## src/rtl/pfr_pkg.sv

```systemverilog
package pfr_pkg;

    localparam int NUM_CMP    = 2;
    localparam int CMP_TRIP   = 0;
    localparam int CMP_SWITCH = 1;

    typedef enum logic [1:0] {
        PF_DOWN    = 2'd0,
        PF_RECOVER = 2'd1,
        PF_UP      = 2'd2
    } pf_state_e;

    typedef struct packed {
        logic deselect;
        logic reset_pull;
        logic batt_sel;
    } pf_ctrl_t;

    function automatic int max_of(input int a, input int b);
        return (a > b) ? a : b;
    endfunction

endpackage

```

## src/rtl/pfr_sync_filter.sv

```systemverilog
module pfr_sync_filter #(
    parameter int FILT_LEN = 2
) (
    input  logic clk,
    input  logic rst,
    input  logic raw_i,
    output logic filt_o
);
    localparam int CW = (FILT_LEN < 2) ? 1 : $clog2(FILT_LEN + 1);
    localparam logic [CW-1:0] LAST = CW'(FILT_LEN - 1);

    logic meta_q, sync_q, filt_q;
    logic [CW-1:0] cnt_q;

    always_ff @(posedge clk) begin
        if (rst) begin
            meta_q <= 1'b1;
            sync_q <= 1'b1;
            filt_q <= 1'b1;
            cnt_q  <= '0;
        end else begin
            meta_q <= raw_i;
            sync_q <= meta_q;
            if (sync_q != filt_q) begin
                if (cnt_q == LAST) begin
                    filt_q <= sync_q;
                    cnt_q  <= '0;
                end else begin
                    cnt_q <= cnt_q + 1'b1;
                end
            end else begin
                cnt_q <= '0;
            end
        end
    end

    assign filt_o = filt_q;

    // a filtered level only ever moves to the value the synchronizer held
    p_filter_follows_r6: assert property (@(posedge clk) disable iff (rst)
        (filt_q != $past(filt_q)) |-> ($past(sync_q) == filt_q));

    p_filter_cnt_bound_r6: assert property (@(posedge clk) disable iff (rst)
        cnt_q <= LAST);

endmodule

```

## src/rtl/pfr_seq.sv

```systemverilog
module pfr_seq
    import pfr_pkg::*;
#(
    parameter int DESEL_CYC = 2_000_000,
    parameter int RST_CYC   = 5_000_000
) (
    input  logic     clk,
    input  logic     rst,
    input  logic     trip_f,
    input  logic     sw_f,
    output pf_ctrl_t ctrl_o
);
    localparam int MAXC = max_of(DESEL_CYC, RST_CYC);
    localparam int CW   = (MAXC < 1) ? 1 : $clog2(MAXC + 1);
    localparam logic [CW-1:0] MAXC_L  = CW'(MAXC);
    localparam logic [CW-1:0] DESEL_L = CW'(DESEL_CYC);
    localparam logic [CW-1:0] RST_L   = CW'(RST_CYC);

    pf_state_e     state_q;
    logic [CW-1:0] cnt_q;
    logic          batt_q;

    always_ff @(posedge clk) begin
        if (rst) begin
            state_q <= PF_DOWN;
            cnt_q   <= '0;
            batt_q  <= 1'b1;
        end else begin
            batt_q <= sw_f;
            unique case (state_q)
                PF_DOWN: begin
                    cnt_q <= '0;
                    if (!trip_f) state_q <= PF_RECOVER;
                end
                PF_RECOVER: begin
                    if (trip_f) begin
                        state_q <= PF_DOWN;
                        cnt_q   <= '0;
                    end else if (cnt_q == MAXC_L) begin
                        state_q <= PF_UP;
                    end else begin
                        cnt_q <= cnt_q + 1'b1;
                    end
                end
                PF_UP: begin
                    cnt_q <= '0;
                    if (trip_f) state_q <= PF_DOWN;
                end
                default: state_q <= PF_DOWN;
            endcase
        end
    end

    always_comb begin
        ctrl_o.batt_sel   = batt_q;
        ctrl_o.deselect   = (state_q == PF_DOWN) ||
                            ((state_q == PF_RECOVER) && (cnt_q < DESEL_L));
        ctrl_o.reset_pull = (state_q == PF_DOWN) ||
                            ((state_q == PF_RECOVER) && (cnt_q < RST_L));
    end

    p_reset_state_r1: assert property (@(posedge clk)
        rst |=> (ctrl_o.deselect && ctrl_o.reset_pull && ctrl_o.batt_sel));

    p_fail_asserts_r2: assert property (@(posedge clk) disable iff (rst)
        trip_f |=> (ctrl_o.deselect && ctrl_o.reset_pull));

    p_batt_on_r3: assert property (@(posedge clk) disable iff (rst)
        sw_f |=> ctrl_o.batt_sel);

    p_batt_off_r3: assert property (@(posedge clk) disable iff (rst)
        !sw_f |=> !ctrl_o.batt_sel);

    p_desel_release_r4: assert property (@(posedge clk) disable iff (rst)
        $fell(ctrl_o.deselect) |-> $past(!trip_f));

    p_reset_release_r5: assert property (@(posedge clk) disable iff (rst)
        $fell(ctrl_o.reset_pull) |-> $past(!trip_f));

    p_refail_r7: assert property (@(posedge clk) disable iff (rst)
        (state_q == PF_RECOVER && trip_f) |=> (state_q == PF_DOWN && cnt_q == '0));

    p_cnt_bound_r4: assert property (@(posedge clk) disable iff (rst)
        cnt_q <= MAXC_L);

endmodule

```

## src/rtl/pfr_sequencer.sv

```systemverilog
module pfr_sequencer
    import pfr_pkg::*;
#(
    parameter int DESEL_CYC = 2_000_000,
    parameter int RST_CYC   = 5_000_000,
    parameter int FILT_LEN  = 2
) (
    input  logic clk,
    input  logic rst,
    input  logic supply_below_trip_i,
    input  logic supply_below_switch_i,
    output logic deselect_o,
    output logic batt_sel_o,
    output logic reset_pull_o
);
    logic [NUM_CMP-1:0] raw;
    logic [NUM_CMP-1:0] filt;
    pf_ctrl_t           ctrl;

    assign raw[CMP_TRIP]   = supply_below_trip_i;
    assign raw[CMP_SWITCH] = supply_below_switch_i;

    for (genvar i = 0; i < NUM_CMP; i++) begin : g_cmp
        pfr_sync_filter #(.FILT_LEN(FILT_LEN)) u_flt (
            .clk    (clk),
            .rst    (rst),
            .raw_i  (raw[i]),
            .filt_o (filt[i])
        );
    end

    pfr_seq #(.DESEL_CYC(DESEL_CYC), .RST_CYC(RST_CYC)) u_seq (
        .clk    (clk),
        .rst    (rst),
        .trip_f (filt[CMP_TRIP]),
        .sw_f   (filt[CMP_SWITCH]),
        .ctrl_o (ctrl)
    );

    assign deselect_o   = ctrl.deselect;
    assign reset_pull_o = ctrl.reset_pull;
    assign batt_sel_o   = ctrl.batt_sel;

    // the open-drain enable is never released while deselect is still held
    //     when the reset interval is the longer one
    p_od_order_r8: assert property (@(posedge clk) disable iff (rst)
        ((RST_CYC >= DESEL_CYC) && !reset_pull_o) |-> !deselect_o);

endmodule

```

## config.mk

```make
export PLATFORM = sky130hd
export DESIGN_NAME = pfr_sequencer
export DESIGN_NICKNAME = d
export VERILOG_FILES = /design/src/rtl/pfr_pkg.sv /design/src/rtl/pfr_sync_filter.sv /design/src/rtl/pfr_seq.sv /design/src/rtl/pfr_sequencer.sv
export SDC_FILE = /design/constraint.sdc
export NUM_CORES = 1
export LEC_CHECK = 0
export BUFFER_PORTS_ARGS = -buffer_cell sky130_fd_sc_hd__buf_4
export CAP_MARGIN = 10
export CORE_MARGIN = 10
export CORE_UTILIZATION = 60
export DETAILED_ROUTE_END_ITERATION = 8
export GPL_TIMING_DRIVEN = 0
export PLACE_DENSITY = 0.78
export REMOVE_ABC_BUFFERS = 1
export SYNTH_ARGS = -nofsm -noshare
export SYNTH_HDL_FRONTEND = slang
export SYNTH_SLANG_ARGS = --single-unit
```

## constraint.sdc

```tcl
create_clock -name clk -period 2 [get_ports clk]
set_input_delay 0.1 -clock clk [delete_from_list [all_inputs] [get_ports clk]]
set_output_delay 0.1 -clock clk [all_outputs]
set_load 0.01 [all_outputs]
```

### After elaboration in Yosys (flattened, before gate mapping)

Cells that the tools add are included.

| word-level totals | value |
|---|---|
| register bits | 36 |
| bits of input ports | 4 |
| output and inout port bits | 3 |
| logic and storage cells | 50 |

| operators by class | value |
|---|---|
| add/subtract/negate cells | 3 |
| order comparisons | 2 |
| equal/unequal tests | 11 |
| mux-type cells | 8 |
| bitwise gates (word level) | 2 |
| reduce and logical (&&, ||, !) cells | 13 |

Operators with widths:

| cell | count |
|---|---|
| 23-bit 2-to-1 mux | 2 |
| 23-bit one-hot mux with 2 select lines | 1 |
| 23-bit by 1-bit adder with 23-bit output (second input constant) | 1 |
| 23-bit equality test (second input constant) | 1 |
| 23-bit by 21-bit < comparator with 1-bit output (second input constant) | 1 |
| 23-bit < comparator (second input constant) | 1 |
| 2-bit 2-to-1 mux | 4 |
| 2-bit by 1-bit equality test with 1-bit output (second input constant) | 3 |
| 2-bit one-hot mux with 3 select lines | 1 |
| 2-bit AND reduction | 3 |
| 3-bit OR reduction | 2 |
| 2-bit by 1-bit adder with 2-bit output (second input constant) | 2 |
| 2-bit inequality test (second input constant) | 2 |
| 3-bit by 2-bit inequality test with 1-bit output (second input constant) | 1 |
| 3-bit inequality test (second input constant) | 1 |
| 3-bit AND reduction | 1 |
| 2-bit equality test (second input constant) | 1 |
| 1-bit logical AND | 2 |
| 2-bit zero test | 1 |
| 1-bit logical OR | 2 |
| 1-bit inequality test | 2 |
| 1-bit NOT | 2 |
| 2-bit nonzero test | 1 |
| 2-bit OR reduction | 1 |

### Longest topological paths before layout

| depth | value |
|---|---|
| depth in word-level cells | 4 |
| gate-level depth with buffers | 8 |
| gate-level depth less buffers | 7 |

### Modules after synthesis

From an unflattened synthesis, not the netlist that was laid out.

| unflattened totals | value |
|---|---|
| cells, all modules | 230 |
| area, all modules | 1895.6 µm² |

Modules (own cells, without submodules):

| module | instances | cells each | area an instance (µm²) | sequential area each (µm²) |
|---|---|---|---|---|
| pfr_seq | 1 | 202 | 1562.7 | 520.5 |
| pfr_sync_filter | 2 | 14 | 166.4 | 100.1 |

### Worst setup path after synthesis

Ideal clock, no wire load.

| path | value |
|---|---|
| kind | reg2reg |
| from | register u_seq.cnt_q[0] |
| to | register u_seq.cnt_q[9] |
| setup time | 115 ps |
| arrival | 1607 ps |
| data required time | 1885 ps |
| path slack | 278 ps |
| stages on the path, launching flop included | 9 |
| buffers on the path | 1 |
| clock period less this slack | 1722 ps |
| cells stage by stage | dfxtp_1 > inv_1 > ha_1 > and4b_1 > nand4_2 > o31ai_4 > buf_6 > nor2_1 > o21a_1 |

| between the ends | value |
|---|---|
| longest elaborated chain between the ends | 4 |
| elaborated cells between the ends (all ways) | 7 |
| classes of those cells | add/sub (1); eq/ne (2); mux (3); reduce/logical (1) |

RTL lines:

| item | line | text |
|---|---|---|
| from (decl) | pfr_seq.sv:20 | `logic [CW-1:0] cnt_q;` |
| from (signal assigned) | pfr_seq.sv:42 | `cnt_q <= cnt_q + 1'b1;` |
| 23-bit by 1-bit adder with 23-bit output | pfr_seq.sv:42 |  |
| 23-bit 2-to-1 mux | pfr_seq.sv:39 | `end else if (cnt_q == MAXC_L) begin` |
| 23-bit 2-to-1 mux | pfr_seq.sv:36 | `if (trip_f) begin` |
| 23-bit one-hot mux with 2 select lines | pfr_seq.sv:30 | `unique case (state_q)` |

Parallel ways exist; a longest one is shown, timed or not. The select of a mux whose other input is x is not followed.
A chain may end at the register's enable or synchronous reset.

### Final worst setup path

| path | value |
|---|---|
| from | register u_seq.cnt_q[0] |
| to | register u_seq.cnt_q[19] |

The elaborated chain is that of the path after synthesis.

==> results.py <==
metrics = {
    "hold_path": {
        "worst_hold_startpoint": "rst",
        "worstHoldPathCells": 2,
        "holdCritPathClass": "input port to register",
        "worst_case_hold_path_end_point": "u_seq.cnt_q[16]",
    },
    "synthesis": {
        "synth_seq_area_share": 0.383,
        "ys_types": 55,
        "synth_edf_count": 0,
        "synthesis.yosys.warnings": 0,
        "area_of_the_mapped_netlist_mm2": 0.00188,
        "post_synth_inst_count": 220,
        "ys_seq_elements": 36,
        "ys.flop_type": "sky130_fd_sc_hd__dfxtp_1",
        "asyncSetResetFlopFracSynth": 0,
        "yosysTopAreaCell": "sky130_fd_sc_hd__dfxtp_1",
        "synth_largest_type_area_fraction": 0.383,
        "synth.area.top_cells": "sky130_fd_sc_hd__dfxtp_1 38%, sky130_fd_sc_hd__a21oi_1 4.3%, sky130_fd_sc_hd__nor2_1 4.2%, sky130_fd_sc_hd__ha_1 2.7%, sky130_fd_sc_hd__mux2i_1 2.7%",
        "syn_avg_cell_area_um2": 8.56,
    },
    "cells_and_area": {
        "design.final.nets": 235,
        "most-common-layout-cells": "31 x sky130_fd_sc_hd__dfxtp_1, 20 x sky130_fd_sc_hd__nor2_1, 15 x sky130_fd_sc_hd__a21oi_1",
        "filler_cell_count": 249,
        "post_route_cells_drive_above_1_share": 0.193,
        "finalCoreUtilization": 0.696,
        "final_cell_area_mm2": 0.00211,
        "antenna_cells_inserted": 0,
        "final_common_cell": "sky130_fd_sc_hd__dfxtp_1",
        "stdcell_count": 272,
        "area_delta_synth_final_pct": 12.0,
    },
    "clocking": {
        "tritoncts": "done",
        "root_buffer": "sky130_fd_sc_hd__clkbuf_4",
        "clock_latency_of_the_later_clocked_register_in_the_worst_skew_pair_ns": 0.35,
        "clockBufferDepth": 2,
        "clock_sinks": 36,
        "tritoncts.num_buffers": 5,
        "cts_htree_levels": 2,
        "worst_setup_hold_path_clk_slew_ns": 0.11,
    },
    "drt": {
        "detail_route.drc_violations": 0,
        "route.antenna.remaining_nets": 0,
        "final_wirelength_um": 4100,
        "avgRoutedWirePerCell_um": 15.1,
        "vias": 1677,
        "detail_route.vias_per_cell": 6.17,
        "detailed_route_iter0_violations": 80,
        "first_pass_iters": 4,
    },
    "critical_path": {
        "rr_endpoint": "u_seq.cnt_q[19]",
        "critPathArrivalTime_ns": 2.20,
        "critPathSlowestCell": "sky130_fd_sc_hd__or4_1",
        "start_kind": "register",
        "critical-path-top-delay-family": "simple AND/OR/NAND/NOR gates",
        "startpoint": "u_seq.cnt_q[0]",
        "critical_path.max_fanout": 8,
        "slowest_stage_delay_on_critical_path_ns": 0.49,
        "critical_path_required_ns": 2.29,
        "critPathKind": "register to register",
        "reg2regPathDepth": 8,
        "regToRegStartpoint": "u_seq.cnt_q[0]",
        "ff2ff_setup_slack_ns": 0.09,
        "critical_path.cell_chain": "inv_2, ha_1, and4b_1, nand4_4, o31ai_4, buf_6, or4_1, a21oi_1",
        "worstPathBufferInverterCount": 2,
        "timing.critical_path.to_type": "register",
    },
    "timing": {
        "period_utilization_post_route": 0.953,
        "setup_slack_ns": 0.0931,
        "tightestPinTransition_ns": 0.539,
        "slew_headroom": 0.640,
        "holdWs_ns": 0.0740,
        "final_max_slew_viol_count": 0,
        "timing.final.crit_period_ns": 1.91,
        "fmax_mhz": 524,
        "hold_viol": 0,
        "fin_worst_skew_ns": 0.00229,
        "setup_viol_count_final": 0,
    },
    "pwr": {
        "static_leakage_uw": 0.000722,
        "peakVddDrop_v": 0.000494,
        "power.density_mw_per_mm2": 618,
    },
    "run_status": {
        "result_of_the_run": "complete, no violations",
    },
    "placed_design": {
        "buffer_ports.inserted": 6,
        "gpl.final_weighted_congestion": 0.946,
        "detailed_place.area_mm2": 0.00191,
        "dpl.hpwl_um": 2750,
        "dp_slack_ns": -0.0730,
        "place.detailed.instances": 256,
    },
    "global_routing": {
        "grt_max_degree": 22,
        "antenna_found_initial": 0,
        "grt_first_pass_wirelength_um": 6930,
        "grt_pass1_vias": 1596,
        "gr-total-overflow": 0,
        "global_route_usage_over_all_layers": 0.142,
    },
    "run": {
        "max_cap_viol_count": 0,
    },
    "floorplanning": {
        "row_count": 20,
        "die_x_um": 76.0,
        "die-height_um": 76.0,
        "initial_core_util": 0.622,
        "die_area_mm2": 0.00578,
        "top_level_ports": 7,
        "fp.coreArea_mm2": 0.00303,
    },
}
-- worst reg2reg max path, cell delays in order (launching register included) --
cell and delay (ns):
sky130_fd_sc_hd__dfxtp_2 0.37, sky130_fd_sc_hd__inv_2 0.05, sky130_fd_sc_hd__ha_1 0.20, sky130_fd_sc_hd__and4b_1 0.22
sky130_fd_sc_hd__nand4_4 0.11, sky130_fd_sc_hd__o31ai_4 0.10, sky130_fd_sc_hd__buf_6 0.16, sky130_fd_sc_hd__or4_1 0.49
sky130_fd_sc_hd__a21oi_1 0.14
-- cell usage after synthesis (5+ instances only) --
cell                        n
sky130_fd_sc_hd__a21oi_1   16
sky130_fd_sc_hd__dfxtp_1   36
sky130_fd_sc_hd__nand2_1   13
sky130_fd_sc_hd__or2_2      5
sky130_fd_sc_hd__mux2i_1    5
sky130_fd_sc_hd__nor2_1    21
sky130_fd_sc_hd__nand4_1    8
sky130_fd_sc_hd__nand3_1   10
sky130_fd_sc_hd__or3_1      6
sky130_fd_sc_hd__clkbuf_1   7
sky130_fd_sc_hd__inv_1      6
sky130_fd_sc_hd__nor3_1     7
sky130_fd_sc_hd__o31ai_1    5
-- routing by layer --
| layer | part of all wire | GRT usage |
|---|---|---|
| met1 | 0.46 | 0.159 |
| met2 | 0.47 | 0.234 |
| met3 | 0.045 | 0.0472 |
| met4 | 0.023 | 0.0701 |
| met5 | 0 | 0 |
-- stage by stage --
| step | total power, uW | setup TNS, ns |
|---|---|---|
| after floorplan | 779 | 0 |
| after global placement | 794 | 0 |
| after detailed placement | 798 | -0.580 |
| after CTS | 1310 | 0 |
| after global routing | 1350 | -0.0265 |
| final | 1300 | 0 |
-- power by group --
group | internal [uW] | switching (uW)
combinational | 25.8 | 19.4
clock | 262 | 255
sequential | 728 | 11.4
-- cell families after synthesis --
| kind of cell | after synthesis | share of synthesized area |
|---|---|---|
| flops | 36 | 0.383 |
| buf+inv | 20 | 0.0505 |
| fa+ha+maj | 4 | 0.0266 |
| compound gates | 49 | 0.180 |
| xor+xnor | 6 | 0.0279 |
| mux | 5 | 0.0266 |
| simple gates | 100 | 0.306 |
-- worst max-delay path by stage --
stage | cells past startpoint | slack (ns) | to
2_1_floorplan | 7 | 0.24 | u_seq.cnt_q[19]
3_3_place_gp | 7 | 0.01 | u_seq.cnt_q[21]
3_5_place_dp | 7 | -0.07 | u_seq.cnt_q[19]
4_1_cts | 8 | 0.004 | u_seq.cnt_q[19]
5_1_grt | 6 | -0.01 | u_seq.cnt_q[16]
6_report | 8 | 0.09 | u_seq.cnt_q[19]
-- final cells by class --
cell class	instances	area (um^2)	area share
clock inverters	2	35.0	0.0166
inverters	6	22.5	0.0107
flip-flops and latches	36	727	0.345
repair buffers	14	115	0.0546
clock buffers	6	41.3	0.0196
multi-input cells	164	1110	0.528
well taps	44	55.1	0.0261
-- what timing repair did --
item	4_1_cts	5_1_grt
hold buffers	2	0
cloned	0	1
setup buffers	2	3
setup endpoints to repair	12	11
hold endpoints to repair	2	0
pin swaps	1	5
resized for setup	0	17
-- flip-flops by register name (all words and copies together) (netlist names) --
| signal | cells |
|---|---|
| u_seq.cnt_q | 23 |
| g_cmp.u_flt.cnt_q | 4 |
| g_cmp.u_flt.filt_o | 2 |
| g_cmp.u_flt.meta_q | 2 |
| g_cmp.u_flt.sync_q | 2 |
| u_seq.state_q | 2 |
| u_seq.batt_q | 1 |
No activity file was read; power rests on OpenSTA's default activity.
